## src/rtl/chain_sum_pkg.sv

```systemverilog
package chain_sum_pkg;
  localparam int unsigned SUM_W = 32;
  localparam logic [SUM_W-1:0] SUM_POLY = 32'h04C1_1DB7;
  localparam logic [SUM_W-1:0] SUM_INIT = 32'hFFFF_FFFF;

  typedef enum logic {
    CHAIN_RUN  = 1'b0,
    CHAIN_HALT = 1'b1
  } chain_state_e;
endpackage

```

## src/rtl/sum_accum.sv

```systemverilog
module sum_accum #(
  parameter int unsigned     W    = 32,
  parameter logic [W-1:0]    POLY = '0,
  parameter logic [W-1:0]    INIT = '1
) (
  input  logic         clk_i,
  input  logic         rst_ni,
  input  logic         seed_i,
  input  logic         hold_i,
  input  logic         upd_i,
  input  logic [W-1:0] word_i,
  output logic [W-1:0] sum_o
);
  logic [W-1:0] sum_q, sum_nxt;

  // MSB-first serial division, unrolled over the word
  always_comb begin
    logic [W-1:0] c;
    logic fb;
    c = sum_q;
    for (int i = W - 1; i >= 0; i--) begin
      fb = c[W-1] ^ word_i[i];
      c  = {c[W-2:0], 1'b0};
      if (fb) c = c ^ POLY;
    end
    sum_nxt = c;
  end

  always_ff @(posedge clk_i or negedge rst_ni) begin
    if (!rst_ni)      sum_q <= INIT;
    else if (seed_i)  sum_q <= INIT;
    else if (hold_i)  sum_q <= sum_q;
    else if (upd_i)   sum_q <= sum_nxt;
  end

  assign sum_o = sum_q;
endmodule

```

## src/rtl/gate_ctrl.sv

```systemverilog
module gate_ctrl
  import chain_sum_pkg::*;
(
  input  logic clk_i,
  input  logic rst_ni,
  input  logic start_i,
  input  logic desc_vld_i,
  input  logic sum_match_i,
  input  logic err_clr_i,
  output logic halt_o,
  output logic err_o,
  output logic irq_o,
  output logic load_ok_o
);
  chain_state_e state_q, state_d;
  logic err_q, irq_q, ok_q;
  logic chk, pass, fail;

  assign chk  = desc_vld_i && !start_i && (state_q == CHAIN_RUN);
  assign pass = chk && sum_match_i;
  assign fail = chk && !sum_match_i;

  always_comb begin
    state_d = state_q;
    if (start_i)   state_d = CHAIN_RUN;
    else if (fail) state_d = CHAIN_HALT;
  end

  always_ff @(posedge clk_i or negedge rst_ni) begin
    if (!rst_ni) begin
      state_q <= CHAIN_RUN;
      err_q   <= 1'b0;
      irq_q   <= 1'b0;
      ok_q    <= 1'b0;
    end else begin
      state_q <= state_d;
      irq_q   <= fail;
      ok_q    <= pass;
      if (fail)           err_q <= 1'b1;
      else if (err_clr_i) err_q <= 1'b0;
    end
  end

  assign halt_o    = (state_q == CHAIN_HALT);
  assign err_o     = err_q;
  assign irq_o     = irq_q;
  assign load_ok_o = ok_q;
endmodule

```

## src/rtl/chain_sum_gate.sv

```systemverilog
module chain_sum_gate
  import chain_sum_pkg::*;
#(
  parameter int unsigned        W    = SUM_W,
  parameter logic [W-1:0]       POLY = SUM_POLY,
  parameter logic [W-1:0]       INIT = SUM_INIT
) (
  input  logic         clk_i,
  input  logic         rst_ni,
  input  logic         chain_start_i,
  input  logic         addr_vld_i,
  input  logic [W-1:0] addr_i,
  input  logic         rdata_vld_i,
  input  logic [W-1:0] rdata_i,
  input  logic         desc_vld_i,
  input  logic [W-1:0] desc_sum_i,
  input  logic         err_clr_i,
  output logic [W-1:0] addr_crc_o,
  output logic [W-1:0] data_crc_o,
  output logic         load_ok_o,
  output logic         halt_o,
  output logic         err_o,
  output logic         irq_o
);
  localparam int unsigned NSUM = 2;

  logic [NSUM-1:0]        upd;
  logic [NSUM-1:0][W-1:0] word, sum;

  assign upd  = {rdata_vld_i, addr_vld_i};
  assign word = {rdata_i, addr_i};

  for (genvar g = 0; g < NSUM; g++) begin : g_sum
    sum_accum #(.W(W), .POLY(POLY), .INIT(INIT)) u_sum (
      .clk_i  (clk_i),
      .rst_ni (rst_ni),
      .seed_i (chain_start_i),
      .hold_i (halt_o),
      .upd_i  (upd[g]),
      .word_i (word[g]),
      .sum_o  (sum[g])
    );
  end

  assign addr_crc_o = sum[0];
  assign data_crc_o = sum[1];

  gate_ctrl u_ctrl (
    .clk_i       (clk_i),
    .rst_ni      (rst_ni),
    .start_i     (chain_start_i),
    .desc_vld_i  (desc_vld_i),
    .sum_match_i (desc_sum_i == sum[0]),
    .err_clr_i   (err_clr_i),
    .halt_o      (halt_o),
    .err_o       (err_o),
    .irq_o       (irq_o),
    .load_ok_o   (load_ok_o)
  );
endmodule

```

## config.mk

```make
export PLATFORM = sky130hd
export DESIGN_NAME = chain_sum_gate
export DESIGN_NICKNAME = d
export VERILOG_FILES = /design/src/rtl/chain_sum_pkg.sv /design/src/rtl/sum_accum.sv /design/src/rtl/gate_ctrl.sv /design/src/rtl/chain_sum_gate.sv
export SDC_FILE = /design/constraint.sdc
export NUM_CORES = 1
export LEC_CHECK = 0
export ABC_AREA = 1
export BUFFER_PORTS_ARGS = -buffer_cell sky130_fd_sc_hd__buf_4
export CORE_UTILIZATION = 45
export CTS_BUF_LIST = sky130_fd_sc_hd__clkbuf_2 sky130_fd_sc_hd__clkbuf_4 sky130_fd_sc_hd__clkbuf_8
export CTS_CLUSTER_DIAMETER = 40
export CTS_CLUSTER_SIZE = 40
export DETAILED_ROUTE_END_ITERATION = 12
export SETUP_SLACK_MARGIN = 0.1
export SLEW_MARGIN = 25
export SYNTH_ARGS = -nofsm -noshare
export SYNTH_HDL_FRONTEND = slang
export SYNTH_HIERARCHICAL = 1
export SYNTH_SLANG_ARGS = --single-unit
```

## constraint.sdc

```tcl
create_clock -name clk_i -period 5.76 [get_ports clk_i]
set_input_delay 0 -clock clk_i [delete_from_list [all_inputs] [get_ports clk_i]]
set_output_delay 0 -clock clk_i [all_outputs]
set_load 0.03 [all_outputs]
```

# == Word-level counts from Yosys, hierarchy flattened ==
# Index checks and enable logic that the tools add are counted.
# word_totals
out_inout_bits,68
word_cells,223
inputBits,103
reg_bits,68
# op_classes
bitwise,129
mux,74
eq_ne,2
n_reduce_logical,12
# ops
cell,n
$mux 27,64
$not 14->14,64
$mux 32,6
$xor 1x1->1,64
$eq 32x32->1,1
$reduce_bool 2->1,4
$logic_and 1x1->1,4
$mux 1,4
$reduce_and 2->1,2
$logic_not 1->1,2
$ne 2x2->1 const B,1
$not 1->1,1

# == Depth between registers and ports, before layout ==
# Gate-level depths: netlist (run 1).
# depth
ltp_word,67
depth_mapped,30
depth_no_buf,30

# == Modules after synthesis ==
# The synthesis (run 1) kept the hierarchy.
# by_module_without_submodules
mod,seq_area_each_um2,n_inst,cells_per_inst,area_per_inst_um2
sum_accum,840.8,2,1127,6332.3
chain_sum_gate,0.0,1,168,645.6
gate_ctrl,100.1,1,17,157.7

# == Worst setup path before layout (run 1) ==
# Ideal clock, no wire load.
# synth_path
path_type,reg2reg
startpoint,register g_sum[0].u_sum.sum_q[30]
endpoint,register g_sum[0].u_sum.sum_q[13]
setup_ns,0.076
path_slack_ns,2.954
stages_incl_launch_ff,26
synth_period_minus_slack_ns,2.806
arrival_time_ns,2.730
path_cell_list,dfstp_2 -> inv_1 -> nand2_2 -> nand2_4 -> nand2_4 -> inv_2 -> nor2_4 -> nand3_2 -> nand2_4 -> inv_2 -> nand2_1 -> nand3_2 -> nand2_1 -> nand2_2 -> nand2_4 -> nand2_1 -> nand3_1 -> nand2_2 -> inv_4 -> nand2_2 -> nand2_2 -> nand2_1 -> nand3_1 -> nand2_1 -> o21ai_1 -> inv_1
# synth_via
elab_chain_len,42
# synth_lines
element,line,source
"start, declared",sum_accum.sv:14,"logic [W-1:0] sum_q, sum_nxt;"
"start signal, assigned",sum_accum.sv:32,else if (hold_i) sum_q <= sum_q;
"start signal, assigned",sum_accum.sv:33,else if (upd_i) sum_q <= sum_nxt;
$xor 1x1->1 *,sum_accum.sv:22,fb = c[W-1] ^ word_i[i];
$mux 27 *,sum_accum.sv:24,if (fb) c = c ^ POLY;
$not 14->14 (no line) / $mux 27 (equally long branches),-,
$mux 27 / $not 14->14 (equally long branches) (3 in series),-,
$mux 27,sum_accum.sv:24,
$not 14->14 (no line) / $mux 27 (equally long branches),-,
$mux 27 / $not 14->14 (equally long branches) (3 in series),-,
$mux 27,sum_accum.sv:24,
[21 not listed],-,
$mux 27,sum_accum.sv:24,
$not 14->14 (no line) / $xor 1x1->1 (equally long branches),-,
$mux 27,sum_accum.sv:24,
$not 14->14 (no line),-,
$mux 27 * (2 in series),sum_accum.sv:24,
$mux 32 *,sum_accum.sv:33,
$mux 32 *,sum_accum.sv:32,
$mux 32 *,sum_accum.sv:31,else if (seed_i) sum_q <= INIT;
# Every way passes the cells marked *; elsewhere a longest branch is shown, timed or not. The select of a mux whose other input is x is not followed.
# A chain may end at the register's enable or synchronous reset.

# == Worst setup path after layout (run 1) ==
# layout_path
startpoint,register g_sum[1].u_sum.sum_q[29]
endpoint,register g_sum[1].u_sum.sum_q[28]
# layout_via
elab_chain_len,37
# layout_lines
element,line
"start, declared",sum_accum.sv:14
"start signal, assigned",sum_accum.sv:32
"start signal, assigned",sum_accum.sv:33
$xor 1x1->1 *,sum_accum.sv:22
$mux 27 *,sum_accum.sv:24
$xor 1x1->1 / $mux 27 (equally long branches),"sum_accum.sv:22, sum_accum.sv:24"
$mux 27 / $not 14->14 (equally long branches),-
$mux 27,sum_accum.sv:24
$not 14->14 (no line),-
$mux 27,sum_accum.sv:24
$not 14->14 (no line) / $mux 27 (equally long branches),-
[21 not listed],-
$mux 27,sum_accum.sv:24
$mux 27 / $not 14->14 (equally long branches),-
$mux 27,sum_accum.sv:24
$not 14->14 (no line) / $xor 1x1->1 (equally long branches),-
$mux 27 *,sum_accum.sv:24
$mux 32 *,sum_accum.sv:33
$mux 32 *,sum_accum.sv:32
$mux 32 *,sum_accum.sv:31
# Marks and branches as above.

==> impl_metrics.json, run 1 <==
{
  "status": "completed",
  "worstHoldStart": "rdata_i[0]",
  "clock_skew_ps": 9.64,
  "antenna_found_initial": 0,
  "rsz0062_at_grt": "false",
  "worstSetupPathType": "reg2reg",
  "final_hold_viol_count": 0,
  "cp-end-kind": "register",
  "final-seq-area_um2": 1780,
  "via_per_inst": 5.27,
  "die_h_um": 175,
  "max_cap_viol_count": 0,
  "firstDrtPassIters": 7,
  "ant_nets": 0,
  "synth_area_um2": 13500,
  "setup_tns_ps": 0,
  "start_kind": "register",
  "tightest_slew_ps": 907,
  "cp_max_fo": 11,
  "grtUsageMet3_pct": 7.75,
  "crit_path_cell_trace": "inv_1 > nand2_1 > nand2_1 > nand2_1 > nand2_1 > inv_2 > nand2_1 > nand2_2 > nand3_1 > nand2_1 > nand2_2 > nand2_4 > nand2_1 > nand2_1 > inv_1 > nand2_1 > nand2_1 > nand2_1 > nand2_2 > xor2_1 > nor2_1 > o22ai_1 > inv_1",
  "clock_sinks": 68,
  "synthTopCellsByArea": "nand2_1, dfstp_2, nand3_1",
  "fill_cells": 3117,
  "wl_per_cell_um": 17.7,
  "drive_above_1_share_pct": 21.9,
  "slowest_stage": "dfstp_2",
  "port_buffers": 170,
  "place_congestion": 0.966,
  "grt_max_degree": 69,
  "crit_path_end": "g_sum[1].u_sum/sum_o[28]",
  "drc": 0,
  "setup_viol": 0,
  "vias": 15900,
  "synth_area_per_cell_um2": 5.52,
  "htreeDepth": 3,
  "synth_cell_types": 34,
  "cpPeakStageDelay_ps": 570,
  "start_util_pct": 46.3,
  "cp_top_family": "simple AND/OR/NAND/NOR gates",
  "dp_hpwl_mm": 44.9,
  "fmax_mhz": 263,
  "reg2reg_to": "g_sum[1].u_sum/sum_o[28]",
  "io_pins": 171,
  "worstPathRequired_ps": 6070,
  "grt_usage_pct": 34.2,
  "cts_buffer_depth": 2,
  "ys_seq_elements": 68,
  "cts_buffers": 9,
  "arrival_ps": 4120,
  "rows": 62,
  "ctsResizeCount": 0,
  "slew_headroom_pct": 39.5,
  "path_buf_inv": 4,
  "async_reset_ff_share_pct": 100,
  "synth_top_area_cell": "nand2_1",
  "worstSkewPairLatency_ps": 370,
  "routed_wl_mm": 53.1,
  "regToRegSetupSlack_ps": 1950,
  "root_buffer": "clkbuf_8",
  "startpoint": "g_sum[1].u_sum/sum_o[29]",
  "core_area_um2": 29100,
  "ys.warnings.count": 6,
  "die_area_um2": 30600,
  "met2_usage_pct": 47.2,
  "hp-class": "in2reg",
  "cp.depth": 23,
  "synth_top_area_share_pct": 30.5,
  "grt_pass1_wl_mm": 79.4,
  "grt-busiest-layer": "met1",
  "final_nets": 2721,
  "synth_edf_count": 0,
  "antenna_cells": 0,
  "period_share_pct": 66.1,
  "crit_top_cell": "nand2_1",
  "grt_remaining_overflow": 0,
  "regToRegStartpoint": "g_sum[1].u_sum/sum_o[29]",
  "synth_fp_nets": 2542,
  "fin_crit_ps": 3810,
  "drtIter0Drc": 1969,
  "synth_ff_type": "dfstp_2",
  "hold_path_depth": 6,
  "die_x_um": 175,
  "grt_pass1_vias": 13600,
  "path_clk_slew_ps": 90,
  "r2r_cells": 23,
  "tritoncts": "built",
  "area_growth_pct": 14.7,
  "slew_viol_final": 0,
  "ctsHoldBuffers": 4,
  "seq_area_frac_synth_pct": 13.2,
  "syn_inst": 2439,
  "use_met1_pct": 53.9,
  "multi_input_area_um2": 10300,
  "post-cts-setup-buffer-count": 0
}
## tightest hold or removal path, stage by stage
cell,delay (ps)
buf_4,90
nand2_1,50
nand2_1,60
nand2_2,80
nand2_4,130
a21oi_1,80
## placed cells by master (no fill, tap or decap), types with 5 or more instances in the layout
cell type	n
nand3_1	286
xor2_1	151
buf_4	174
inv_2	44
nand3_2	29
nor2_1	90
nand2_2	152
inv_1	300
nor2_2	5
dfstp_2	64
o21ai_0	6
a21oi_1	8
o22ai_1	20
clkbuf_8	9
inv_4	10
xnor2_1	42
o21ai_1	14
xor2_2	10
nand2_4	46
nand3b_1	10
nor2_4	10
nand2_1	1096
## synthesized netlist by cell type, drive strengths merged (4+ instances only)
cell and n:
or2 8, xnor2 42, a21oi 8, o21ai 22
buf 4, o22ai 20, clkbuf 6, nand2 1298
clkinv 4, nor2 105, xor2 161, dfrtp 4
nand3b 10, dfstp 64, inv 354, nand3 319
## layer usage
layer	vias up	wire [um]
li1	7782	-
met1	7283	25900
met2	760	20700
met3	27	6130
met4	0	411
met5	-	0
## worst min path at each step
stage | end | slack (ps)
after floorplan | u_ctrl/err_o | -300
after global placement | u_ctrl/irq_o | 180
after detailed placement | u_ctrl/halt_o | 180
after CTS | u_ctrl/halt_o | 100
after global routing | g_sum[1].u_sum/sum_o[0] | 140
final | g_sum[1].u_sum/sum_o[0] | 110
## cell type report
class,count,area share [%]
timing repair buffer,178,8.71
tap,384,3.11
multi-input combinational,2003,66.5
clock buffer,9,0.802
sequential,68,11.5
inverter,358,8.86
clock inverter,7,0.526
## cell families after synthesis
| group | Yosys count | share of synthesized area [%] |
|---|---|---|
| flip-flops | 68 | 13.2 |
| AO/OA/AOI/OAI | 58 | 2.51 |
| AND/OR/NAND/NOR | 1742 | 59.9 |
| buffers and inverters | 368 | 10.6 |
| XOR/XNOR | 203 | 13.8 |
## state kept, by name, summed over array words and instances, names as in the netlist
register / cells
g_sum.u_sum/sum_o: 64
u_ctrl/load_ok_o: 1
u_ctrl/err_o: 1
u_ctrl/irq_o: 1
u_ctrl/halt_o: 1
## stage by stage
| stage | area [um2] | setup WS (ps) | utilization [%] | hold WS [ps] | instances |
|---|---|---|---|---|---|
| 2_1_floorplan | 13500 | 2950 | - | -296 | 2439 |
| 3_3_place_gp | 15200 | 2100 | 52.3 | 176 | 2987 |
| 3_5_place_dp | 15200 | 2110 | 52.3 | 179 | 2987 |
| 4_1_cts | 15500 | 2080 | 53.1 | 103 | 3007 |
| 5_1_grt | 15500 | 1720 | 53.1 | 144 | 3007 |
| 6_report | 15500 | 1950 | 53.1 | 115 | 3007 |
Power of run 1 is not shown: default switching activity piles up to over one toggle a cycle in this logic, so the estimate is an artifact.
==> run 2: changes to the inputs <==
Clock period 5.76 ns to 3.75 ns, I/O delays scaled along.
==> impl_metrics.json, run 2 (synthesis gave the netlist of run 1 again) <==
{
  "area_growth_pct": 19.1,
  "grt_pass1_vias": 13900,
  "slew_viol_final": 0,
  "cp_max_fo": 8,
  "dp_hpwl_mm": 46.3,
  "fin_crit_ps": 3480,
  "ant_nets": 0,
  "grt-busiest-layer": "met1",
  "worstSkewPairLatency_ps": 380,
  "rsz0062_at_grt": "true",
  "grt_max_degree": 69,
  "drc": 0,
  "clock_skew_ps": 15.7,
  "firstDrtPassIters": 6,
  "layout.cells.non_filler": 3048,
  "fin_area_um2": 16000,
  "drtIter0Drc": 1731,
  "r2r_cells": 27,
  "layout_commonest_cell": "nand2_1",
  "place_congestion": 1.00,
  "setup_tns_ps": 0,
  "worstSetupPathType": "reg2reg",
  "antenna_cells": 0,
  "met2_usage_pct": 49.4,
  "hp-class": "in2reg",
  "tritoncts": "built",
  "cts_buffers": 9,
  "max_cap_viol_count": 0,
  "tightest_slew_ps": 937,
  "regToRegStartpoint": "g_sum[1].u_sum/sum_o[23]",
  "grt_pass1_wl_mm": 81.4,
  "final_cell_mix": "nand2_1, inv_1, nand3_1",
  "antenna_found_initial": 1,
  "hold_path_depth": 4,
  "fmax_mhz": 287,
  "die_h_um": 175,
  "startpoint": "g_sum[1].u_sum/sum_o[23]",
  "placed_cell_area_um2": 15400,
  "clock_sinks": 68,
  "final-seq-area_um2": 1780,
  "final_nets": 2762,
  "wl_per_cell_um": 18.1,
  "htreeDepth": 3,
  "regToRegSetupSlack_ps": 270,
  "grtUsageMet3_pct": 8.40,
  "vias": 16000,
  "die_area_um2": 30600,
  "cts_buffer_depth": 2,
  "status": "completed",
  "rows": 62,
  "io_pins": 171,
  "core_area_um2": 29100,
  "dp.cells": 3011,
  "slew_headroom_pct": 37.5,
  "die_x_um": 175,
  "use_met1_pct": 54.6,
  "root_buffer": "clkbuf_8",
  "grt_usage_pct": 35.5,
  "reg2reg_to": "g_sum[1].u_sum/sum_o[12]",
  "cp-end-kind": "register",
  "crit_path_end": "g_sum[1].u_sum/sum_o[12]",
  "start_kind": "register",
  "path_clk_slew_ps": 100,
  "setup_viol": 0,
  "port_buffers": 170,
  "period_share_pct": 92.8,
  "multi_input_area_um2": 10600,
  "fill_cells": 3071,
  "start_util_pct": 46.3,
  "grt_remaining_overflow": 0,
  "arrival_ps": 3810,
  "largest_reg_flops": 64,
  "routed_wl_mm": 55.0,
  "worstPathRequired_ps": 4080,
  "final_hold_viol_count": 0,
  "drive_above_1_share_pct": 24.7,
  "via_per_inst": 5.24
}
-- run 2: metrics by stage --
| step | util (%) | hold slack [ps] | setup slack [ps] |
|---|---|---|---|
| 3_3_place_gp | 52.9 | 189 | -60.8 |
| 2_1_floorplan | - | -296 | 944 |
| 6_report | 55.2 | 105 | 269 |
| 3_5_place_dp | 52.9 | 199 | -64.6 |
| 5_1_grt | 55.2 | 132 | 42.3 |
| 4_1_cts | 53.8 | 86.5 | 101 |
-- run 2: cell type report --
class,count,share of cell area [%]
Clock buffer,9,0.772
Clock inverter,7,0.515
Inverter,358,8.55
Multi-Input combinational cell,2003,65.8
Sequential cell,68,11.1
Tap cell,384,2.99
Timing Repair Buffer,219,10.3
-- run 2: worst max-delay path: stages, from the launching register on --
cell	delay (ps)
dfstp_2	630
inv_1	70
nand2_1	60
nand2_1	180
nand2_1	110
nand2_1	130
nand3b_1	240
nand2_2	180
inv_2	70
nand2_1	100
nand3_1	80
nand2_1	180
inv_1	80
nand2_2	90
nand2_4	100
nand2_2	80
nand2_2	60
nand2_2	90
inv_2	50
nor2_4	180
nand2_2	100
nand2_4	110
nand2_2	70
nand2_2	110
nand2_1	70
nand3_1	80
nand2_1	60
inv_1	60
-- run 2: metal layers --
metal / routed length, um / vias to the layer above / share of wire [%]
met5: 0 / - / 0
met4: 836 / 0 / 1.5
met3: 6110 / 49 / 11
met2: 21900 / 736 / 40
met1: 26200 / 7310 / 48
li1: - / 7882 / -
-- run 2: worst min path at each step --
stage             startpoint                       to
3_5_place_dp          rst_ni             u_ctrl/err_o
3_3_place_gp          rst_ni             u_ctrl/err_o
5_1_grt        chain_start_i            u_ctrl/halt_o
2_1_floorplan         rst_ni             u_ctrl/err_o
4_1_cts           rdata_i[0]  g_sum[1].u_sum/sum_o[0]
6_report       chain_start_i            u_ctrl/halt_o
-- run 2: repair_timing --
action                                  CTS  global route
gates resized for setup                   3            65
buffers inserted                          0            17
endpoints found under the setup margin   18            57
hold buffers                              4             0
hold endpoints to repair                  8             0
pin swaps                                 0            13
Power of run 2 is left out for the same reason.
